$ cat src/rtl/mul_pkg.sv
// Shared helpers for the shift-add multiplier.
// Assumes: widths are positive integers known at elaboration.
package mul_pkg;

    // Bits needed to hold a step count from 0 up to and including steps.
    function automatic int count_bits(input int steps);
        return (steps < 1) ? 1 : $clog2(steps + 1);
    endfunction

endpackage

$ cat src/rtl/mul_step.sv
// One iteration of the shift-add loop, purely combinational.
// Adds the multiplicand when the multiplier LSB is set (carry kept as an
// extra top bit), then shifts carry:acc:mplier right by one place.
// Assumes: the carry above acc is zero on entry (it is cleared every shift).
module mul_step #(
    parameter int WIDTH = 8
) (
    input  logic [WIDTH-1:0] acc_i,
    input  logic [WIDTH-1:0] mpl_i,
    input  logic [WIDTH-1:0] mcd_i,
    output logic [WIDTH-1:0] acc_o,
    output logic [WIDTH-1:0] mpl_o
);

    logic [WIDTH:0] sum;   // carry:acc after the conditional add
    logic [WIDTH:0] addend;

    // Select the multiplicand or zero depending on the multiplier LSB.
    always_comb begin
        addend = mpl_i[0] ? {1'b0, mcd_i} : '0;
        sum    = {1'b0, acc_i} + addend;
    end

    // Right shift: carry enters acc MSB, acc LSB enters mplier MSB.
    always_comb begin
        acc_o = sum[WIDTH:1];
        mpl_o = {sum[0], mpl_i[WIDTH-1:1]};
    end

endmodule

$ cat src/rtl/mul_ctrl.sv
// Sequencer for the multiplier: accepts a request when idle, counts WIDTH
// step cycles down to zero, and emits a one-cycle done strobe.
// Assumes: synchronous active-low reset; requests while busy are dropped.
module mul_ctrl #(
    parameter int WIDTH = 8,
    parameter int CW    = mul_pkg::count_bits(WIDTH)
) (
    input  logic clk,
    input  logic rst_n,
    input  logic start_i,
    output logic load_o,
    output logic step_o,
    output logic busy_o,
    output logic done_o
);

    logic [CW-1:0] remain_q;
    logic          busy_q;
    logic          done_q;

    // A request is taken only while idle.
    assign load_o = start_i && !busy_q;
    assign step_o = busy_q;
    assign busy_o = busy_q;
    assign done_o = done_q;

    // Count remaining steps and raise done as the last one completes.
    always_ff @(posedge clk) begin
        if (!rst_n) begin
            remain_q <= '0;
            busy_q   <= 1'b0;
            done_q   <= 1'b0;
        end else begin
            done_q <= 1'b0;
            if (load_o) begin
                remain_q <= CW'(WIDTH);
                busy_q   <= 1'b1;
            end else if (busy_q) begin
                remain_q <= remain_q - CW'(1);
                if (remain_q == CW'(1)) begin
                    busy_q <= 1'b0;
                    done_q <= 1'b1;
                end
            end
        end
    end

endmodule

$ cat src/rtl/mul_datapath.sv
// Register file of the multiplier: accumulator, multiplier and multiplicand.
// Loads operands on load_i and applies one shift-add step per step_i.
// Assumes: load_i and step_i are never high together (guaranteed by control).
module mul_datapath #(
    parameter int WIDTH = 8
) (
    input  logic               clk,
    input  logic               rst_n,
    input  logic               load_i,
    input  logic               step_i,
    input  logic [WIDTH-1:0]   mcand_i,
    input  logic [WIDTH-1:0]   mplier_i,
    output logic [2*WIDTH-1:0] product_o
);

    logic [WIDTH-1:0] acc_q, mpl_q, mcd_q;
    logic [WIDTH-1:0] acc_nxt, mpl_nxt;

    mul_step #(.WIDTH(WIDTH)) u_step (
        .acc_i (acc_q),
        .mpl_i (mpl_q),
        .mcd_i (mcd_q),
        .acc_o (acc_nxt),
        .mpl_o (mpl_nxt)
    );

    // Operand capture on load, otherwise one iteration per step.
    always_ff @(posedge clk) begin
        if (!rst_n) begin
            acc_q <= '0;
            mpl_q <= '0;
            mcd_q <= '0;
        end else if (load_i) begin
            acc_q <= '0;
            mpl_q <= mplier_i;
            mcd_q <= mcand_i;
        end else if (step_i) begin
            acc_q <= acc_nxt;
            mpl_q <= mpl_nxt;
        end
    end

    // The product is assembled in place across acc and mplier.
    assign product_o = {acc_q, mpl_q};

endmodule

$ cat src/rtl/shift_add_mul.sv
// Top of the sequential unsigned multiplier: one multiplier bit per cycle,
// WIDTH cycles per product, result held until the next accepted request.
// Assumes: synchronous active-low reset; operands valid with start_i.
module shift_add_mul #(
    parameter int WIDTH = 8
) (
    input  logic               clk,
    input  logic               rst_n,
    input  logic               start_i,
    input  logic [WIDTH-1:0]   mcand_i,
    input  logic [WIDTH-1:0]   mplier_i,
    output logic               busy_o,
    output logic               done_o,
    output logic [2*WIDTH-1:0] product_o
);

    localparam int CW = mul_pkg::count_bits(WIDTH);

    logic load, step;

    mul_ctrl #(.WIDTH(WIDTH), .CW(CW)) u_ctrl (
        .clk     (clk),
        .rst_n   (rst_n),
        .start_i (start_i),
        .load_o  (load),
        .step_o  (step),
        .busy_o  (busy_o),
        .done_o  (done_o)
    );

    mul_datapath #(.WIDTH(WIDTH)) u_dp (
        .clk       (clk),
        .rst_n     (rst_n),
        .load_i    (load),
        .step_i    (step),
        .mcand_i   (mcand_i),
        .mplier_i  (mplier_i),
        .product_o (product_o)
    );

endmodule

$ cat config.mk
export PLATFORM = sky130hd
export DESIGN_NAME = shift_add_mul
export DESIGN_NICKNAME = d
export VERILOG_FILES = /design/src/rtl/mul_pkg.sv /design/src/rtl/mul_step.sv /design/src/rtl/mul_ctrl.sv /design/src/rtl/mul_datapath.sv /design/src/rtl/shift_add_mul.sv
export SDC_FILE = /design/constraint.sdc
export NUM_CORES = 1
export LEC_CHECK = 0
export ABC_CLOCK_PERIOD_IN_PS = 2850
export BUFFER_PORTS_ARGS = -buffer_cell sky130_fd_sc_hd__buf_2
export CORE_MARGIN = 10
export CORE_UTILIZATION = 35
export CTS_CLUSTER_DIAMETER = 150
export CTS_CLUSTER_SIZE = 25
export DETAILED_ROUTE_END_ITERATION = 7
export GPL_TIMING_DRIVEN = 0
export PLACE_DENSITY = 0.54
export SYNTH_ARGS = -nofsm -noshare
export SYNTH_HDL_FRONTEND = slang
export SYNTH_SLANG_ARGS = --single-unit
export TNS_END_PERCENT = 100
$ cat constraint.sdc
create_clock -name clk -period 2.85 [get_ports clk]
set_input_delay 0.285 -clock clk [delete_from_list [all_inputs] [get_ports clk]]
set_output_delay 0.285 -clock clk [all_outputs]
set_load 0.05 [all_outputs]
==> impl_metrics.tcl, run 1 <==
set metrics [dict create \
    worst_hold_path.endpoint "u_dp.mcd_q[7]$_SDFFE_PN0P_" \
    cts_made_buffers 5 \
    grt_remaining_overflow 0 \
    dp_slack_ns 0.594 \
    p_leak_uw 0.000917 \
    maxCapViolations 0 \
    synth.top_cells.by_area "dfxtp_1 (37%), ha_1 (7.7%), nand2_1 (7.4%)" \
    grt.busiest_layer "met2" \
    start_util 0.366 \
    wl_um 3970 \
    r2r_start "u_dp.mpl_q[0]$_SDFFE_PN0P_" \
    final_layout_size_suffix_gt1_frac 0.210 \
    setup_viol 0 \
    n_fill_cell 460 \
    ios 37 \
    antenna_found_initial 0 \
    die_h_um 88.0 \
    ys_warn_count 0 \
    hold_buffers 0 \
    setup.worst_path.class "reg2reg" \
    multiInputGateArea_um2 945 \
    grt_max_degree 11 \
    min_path_cells 3 \
    period_minus_slack_ns 2.28 \
    grtUsageMet3 0.0576 \
    dp_hpwl_um 3010 \
    diodes 0 \
    cts_tree "yes" \
    cts.clk_slew.worst_paths_ns 0.06 \
    utilization 0.447 \
    cts_sinks 30 \
    regArea_um2 601 \
    grt_pass1_wl_um 6960 \
    io_buffers 36 \
    fin_ws_ns 0.567 \
    ff2ff_setup_slack_ns 0.57 \
    drt_first_pass_iters 4 \
    synth_nets 224 \
    final.period_utilization 0.801 \
    tns_ns 0 \
    status "finished clean" \
    globalplace.congestion 0.774 \
    synth_cell_types 36 \
    cp-start-kind "flop" \
    yosysSeqAreaShare 0.371 \
    worst_slew_pin_slew_ns 0.537 \
    finalHoldViolCount 0 \
    endpoint_kind "flop" \
    wl_per_cell_um 13.7 \
    core_area_um2 4410 \
    cts_resized 0 \
    cts_setup_buffers 0 \
    clock_latency_ns 0.28 \
    slew_headroom 0.642 \
    cts_root_buffer "clkbuf_8" \
    syn_inst 194 \
    clockBufferDepth 2 \
    antenna_left 0 \
    grt_setup_unrepaired "false" \
    hp-start "mcand_i[7]" \
    row_count 24 \
    fp.dieW_um 88.0 \
    grt_use_total 0.112 \
    p_per_area_nw_per_um2 527 \
    use_met2 0.167 \
    drc 0 \
    yosysTopAreaCell "dfxtp_1" \
    grtUsageMet1 0.139 \
    first_global_vias 1468 \
    routed_via_density 4.91 \
    worst_ep_arrival_time_ns 2.51 \
    rr_endpoint "u_dp.acc_q[5]$_SDFFE_PP0P_" \
    final_max_slew_viol_count 0 \
    ys_ff_latch 30 \
    ff2ff_path_depth 7 \
    nets 267 \
    dr_total_vias 1425 \
    max-vdd-ir-drop_v 0.000260 \
    critical_path.max_fanout 10 \
    required_ns 3.07 \
    syn2layout_area_growth_pct 22.0 \
    synth_top_area_frac 0.371 \
    htreeDepth 2 \
    min_path_type "in2reg" \
    dieArea_um2 7740 \
    fmax_ghz 0.438 \
    drt_iter0_drc 57 \
    syn_area_um2 1620 \
    finClkSkew_ns 0.00169 \
    synth.avg_cell_area_um2 8.34 \
]
-- how the worst max path moves through the flow --
stage	from	to	slack (ns)	depth (start not counted)
5_1_grt	u_dp.mpl_q[0]$_SDFFE_PN0P_	u_dp.acc_q[5]$_SDFFE_PP0P_	0.48	7
4_1_cts	u_dp.mpl_q[0]$_SDFFE_PN0P_	u_dp.acc_q[5]$_SDFFE_PP0P_	0.57	7
2_1_floorplan	u_dp.mpl_q[0]$_SDFFE_PN0P_	u_dp.acc_q[5]$_SDFFE_PP0P_	0.53	7
3_5_place_dp	u_dp.mpl_q[0]$_SDFFE_PN0P_	u_dp.acc_q[5]$_SDFFE_PP0P_	0.59	7
3_3_place_gp	u_dp.mpl_q[0]$_SDFFE_PN0P_	u_dp.acc_q[5]$_SDFFE_PP0P_	0.58	7
6_report	u_dp.mpl_q[0]$_SDFFE_PN0P_	u_dp.acc_q[5]$_SDFFE_PP0P_	0.57	7
-- state kept, by name, summed over array words and instances (netlist names) --
name	flops
u_dp.acc_q	8
u_dp.mpl_q	8
u_ctrl.remain_q	4
u_ctrl.busy_o	1
u_ctrl.done_o	1
u_dp.mcd_q	8
-- routing by layer --
layer | share of wire | vias to the layer above
met1 | 0.49 | 632
li1 | - | 750
met2 | 0.41 | 38
met4 | 0.012 | 0
met5 | 0 | -
met3 | 0.086 | 5
-- synthesized netlist by cell type --
master and instances:
ha_1 10, and3b_1 1, inv_1 4, and3_1 1, nor2_1 13, fa_1 1
nor4bb_1 1, nand2b_1 2, a21oi_1 10, o21ai_0 12, clkbuf_1 5, a211oi_1 4
a31oi_1 1, buf_2 4, a2111o_1 1, buf_4 1, dfxtp_1 30, a211o_1 1
a21boi_0 8, o211ai_1 1, nand3b_1 3, and2_1 16, and2_0 1, xor2_1 2
nand3_1 6, nor3_1 1, nor2b_1 3, nand4_1 1, nand2_1 32, o2111ai_1 1
or3_1 2, buf_6 1, a21o_1 1, mux2i_1 9, xnor2_1 3, o31ai_1 1
-- area by class of cell --
type | count | share of cell area
Multi-Input combinational cell | 149 | 0.479
Sequential cell | 30 | 0.304
Timing Repair Buffer | 36 | 0.0913
Clock buffer | 8 | 0.0558
Tap cell | 52 | 0.0330
Buffer | 11 | 0.0292
Inverter | 4 | 0.00761
-- through the flow --
stage | power [uW] | hold slack [ns] | std cells | area, um^2
6_report | 1040 | 0.247 | 290 | 1970
2_1_floorplan | 597 | 0.430 | 194 | 1620
3_3_place_gp | 650 | 0.449 | 282 | 1860
3_5_place_dp | 651 | 0.454 | 282 | 1860
4_1_cts | 1050 | 0.245 | 290 | 1970
5_1_grt | 1100 | 0.247 | 290 | 1970
-- report_power, final --
| part | internal, uW | switching [uW] | leakage (uW) |
|---|---|---|---|
| registers | 443 | 17.5 | 0.000245 |
| clock network | 244 | 158 | 0.0000575 |
| logic | 65.5 | 113 | 0.000614 |
-- worst max-delay path, cell delays in order, from the launching register on --
cell and delay [ns]:
dfxtp_1 0.40, and2_1 0.20, ha_1 0.20, fa_1 0.40, a21o_1 0.22, a211o_1 0.35, a2111o_1 0.38, nand3_1 0.07
-- cell families after synthesis --
logic type               count (synthesis)  share of synthesized area
AND/OR/NAND/NOR                         83                      0.252
AO/OA/AOI/OAI                           41                      0.159
adder cells (fa/ha/maj)                 11                     0.0897
XOR/XNOR                                 5                     0.0271
buffers and inverters                   15                     0.0449
multiplexers                             9                     0.0557
flip-flops                              30                      0.371
-- placed cells by master (no fill, tap or decap), drive strengths merged, types with 2 or more instances in the layout --
cell type and n:
nand2b 2, xnor2 3, buf 42, nor2 13, nand2 32, ha 10
nor2b 3, o21ai 12, and2 17, xor2 2, a21boi 8, nand3 6
a211oi 4, a21oi 10, or3 2, mux2i 9, inv 4, dfxtp 30
nand3b 3, clkbuf 13
Note: power is estimated with default switching activity, not from simulation.
==> run 2, diff against run 1 <==
--- a/config.mk
+++ b/config.mk
@@ -5,7 +5,7 @@
 export SDC_FILE = /design/constraint.sdc
 export NUM_CORES = 1
 export LEC_CHECK = 0
-export ABC_CLOCK_PERIOD_IN_PS = 2850
+export ABC_CLOCK_PERIOD_IN_PS = 2000
 export BUFFER_PORTS_ARGS = -buffer_cell sky130_fd_sc_hd__buf_2
 export CORE_MARGIN = 10
 export CORE_UTILIZATION = 35
@@ -13,7 +13,7 @@
 export CTS_CLUSTER_SIZE = 25
 export DETAILED_ROUTE_END_ITERATION = 7
 export GPL_TIMING_DRIVEN = 0
-export PLACE_DENSITY = 0.54
+export PLACE_DENSITY = 0.56
 export SYNTH_ARGS = -nofsm -noshare
 export SYNTH_HDL_FRONTEND = slang
 export SYNTH_SLANG_ARGS = --single-unit
==> constraint.sdc (replaced) <==
create_clock -name clk -period 2 [get_ports clk]
set_input_delay 0.2 -clock clk [delete_from_list [all_inputs] [get_ports clk]]
set_output_delay 0.2 -clock clk [all_outputs]
set_load 0.05 [all_outputs]
==> impl_metrics.tcl, run 2 (synthesis gave the netlist of run 1 again) <==
set metrics [dict create \
    cts_tree "yes" \
    final_max_slew_viol_count 0 \
    wl_per_cell_um 13.8 \
    finClkSkew_ns 0.00567 \
    row_count 24 \
    max-vdd-ir-drop_v 0.000424 \
    syn2layout_area_growth_pct 27.8 \
    ff2ff_setup_slack_ns -0.004 \
    required_ns 2.22 \
    p_per_area_nw_per_um2 751 \
    finalPower_uw 1550 \
    worst_hold_path.endpoint "u_dp.mcd_q[3]$_SDFFE_PN0P_" \
    drt_iter0_drc 76 \
    start_util 0.366 \
    worst_slew_pin_slew_ns 0.502 \
    dr_total_vias 1437 \
    fp.dieW_um 88.0 \
    final.period_utilization 1.00 \
    routed_via_density 4.87 \
    clock_latency_ns 0.28 \
    setup.worst_path.class "reg2reg" \
    layout_commonest_cell "buf_2" \
    dpl_cell_area_um2 1880 \
    cp.depth 7 \
    final_layout_size_suffix_gt1_frac 0.259 \
    rr_endpoint "u_dp.acc_q[5]$_SDFFE_PP0P_" \
    min_path_cells 3 \
    path_delay_family "compound AO/OA/AOI/OAI gates" \
    critical_path.max_fanout 3 \
    crit_buf_inv 0 \
    ff2ff_path_depth 7 \
    cts_root_buffer "clkbuf_8" \
    startpoint "u_dp.mpl_q[0]$_SDFFE_PN0P_" \
    status "finished, violations left" \
    fin_area_um2 2070 \
    grtUsageMet1 0.132 \
    hold_buffers 0 \
    min_path_type "in2reg" \
    first_global_vias 1472 \
    fin_ws_ns -0.00379 \
    slew_headroom 0.665 \
    clockBufferDepth 2 \
    use_met2 0.184 \
    endpoint_kind "flop" \
    worst_ep_arrival_time_ns 2.23 \
    globalplace.congestion 0.741 \
    drc 0 \
    crit_path_top_delay_cell "a2111o_1" \
    slowest_delay_ns 0.39 \
    hp-start "mcand_i[3]" \
    period_minus_slack_ns 2.00 \
    grt_setup_unrepaired "true" \
    n_fill_cell 447 \
    io_buffers 36 \
    htreeDepth 2 \
    setup_viol 1 \
    p_leak_uw 0.000949 \
    antenna_found_initial 0 \
    diodes 0 \
    r2r_start "u_dp.mpl_q[0]$_SDFFE_PN0P_" \
    multiInputGateArea_um2 986 \
    top_regs "u_dp.acc_q (8), u_dp.mcd_q (8), u_dp.mpl_q (8)" \
    antenna_left 0 \
    finalHoldViolCount 0 \
    grt_remaining_overflow 0 \
    core_area_um2 4410 \
    cp-start-kind "flop" \
    dp_hpwl_um 3020 \
    regArea_um2 606 \
    grtUsageMet3 0.0306 \
    layout_common_cells "buf_2 (40), nand2_1 (32), dfxtp_1 (28)" \
    grt.busiest_layer "met2" \
    drt_first_pass_iters 4 \
    grt_max_degree 11 \
    cts.clk_slew.worst_paths_ns 0.07 \
    grt_pass1_wl_um 7000 \
    wl_um 4060 \
    maxCapViolations 0 \
    crit_chain "and2_4 -> ha_4 -> fa_2 -> a21o_1 -> a211o_1 -> a2111o_1 -> nand3_2" \
    cts_sinks 30 \
    dieArea_um2 7740 \
    die_h_um 88.0 \
    grt_use_total 0.113 \
    ios 37 \
    nets 272 \
    cts_made_buffers 5 \
    fmax_ghz 0.499 \
    violations "setup timing" \
]
run 2: changes by cell type in the layout (fill, tap and decap cells not counted), sizes merged:
cell / change
buf: +5
bufinv: +1
clkbuf: -1
run 2: layout make-up:
class	instances	area share
well taps	52	0.0315
repair buffers	41	0.107
plain buffers	11	0.0278
flip-flops and latches	30	0.293
clock inverters	1	0.0145
inverters	4	0.00726
multi-input cells	149	0.477
clock buffers	7	0.0418
run 2: layer usage:
metal / vias to the layer above / routed length (um)
li1: 762 / -
met1: 630 / 1900
met2: 38 / 1770
met3: 7 / 310
met4: 0 / 82
met5: - / 0
run 2: power breakdown:
part           internal, uW  switching, uW  total [uW]
Sequential              631           23.4         655
Combinational           101            166         266
Clock                   406            225         630
Total                  1140            414        1550
run 2: worst register-to-register path, stage by stage (launching register included):
cell and delay [ns]:
dfxtp_4 0.36, and2_4 0.15, ha_4 0.16, fa_2 0.33
a21o_1 0.19, a211o_1 0.30, a2111o_1 0.39, nand3_2 0.07
run 2: metrics by stage:
step,util,TNS (ns),worst slack [ns],hold WS [ns],std cells
detailed placement,0.425,-0.0663,-0.0663,0.455,282
floorplan,-,0,0.000873,0.345,194
finish,0.468,-0.00379,-0.00379,0.163,295
global placement,0.425,-0.0701,-0.0701,0.450,282
CTS,0.463,-0.0404,-0.0404,0.157,295
global route,0.468,-0.0933,-0.0933,0.181,295
run 2: how the worst max path moves through the flow:
stage | endpoint | slack (ns)
finish | u_dp.acc_q[5]$_SDFFE_PP0P_ | -0.004
global route | u_dp.acc_q[5]$_SDFFE_PP0P_ | -0.09
floorplan | u_dp.acc_q[5]$_SDFFE_PP0P_ | 0.0009
detailed placement | u_dp.acc_q[5]$_SDFFE_PP0P_ | -0.07
CTS | u_dp.acc_q[5]$_SDFFE_PP0P_ | -0.04
global placement | u_dp.acc_q[5]$_SDFFE_PP0P_ | -0.07
run 2: repair_timing:
action,in CTS,in global routing
gates resized for setup,3,3
setup endpoints to repair,2,3
gates cloned,0,0
setup buffers,5,0
endpoints found under the hold margin,0,0
pin swaps,3,2
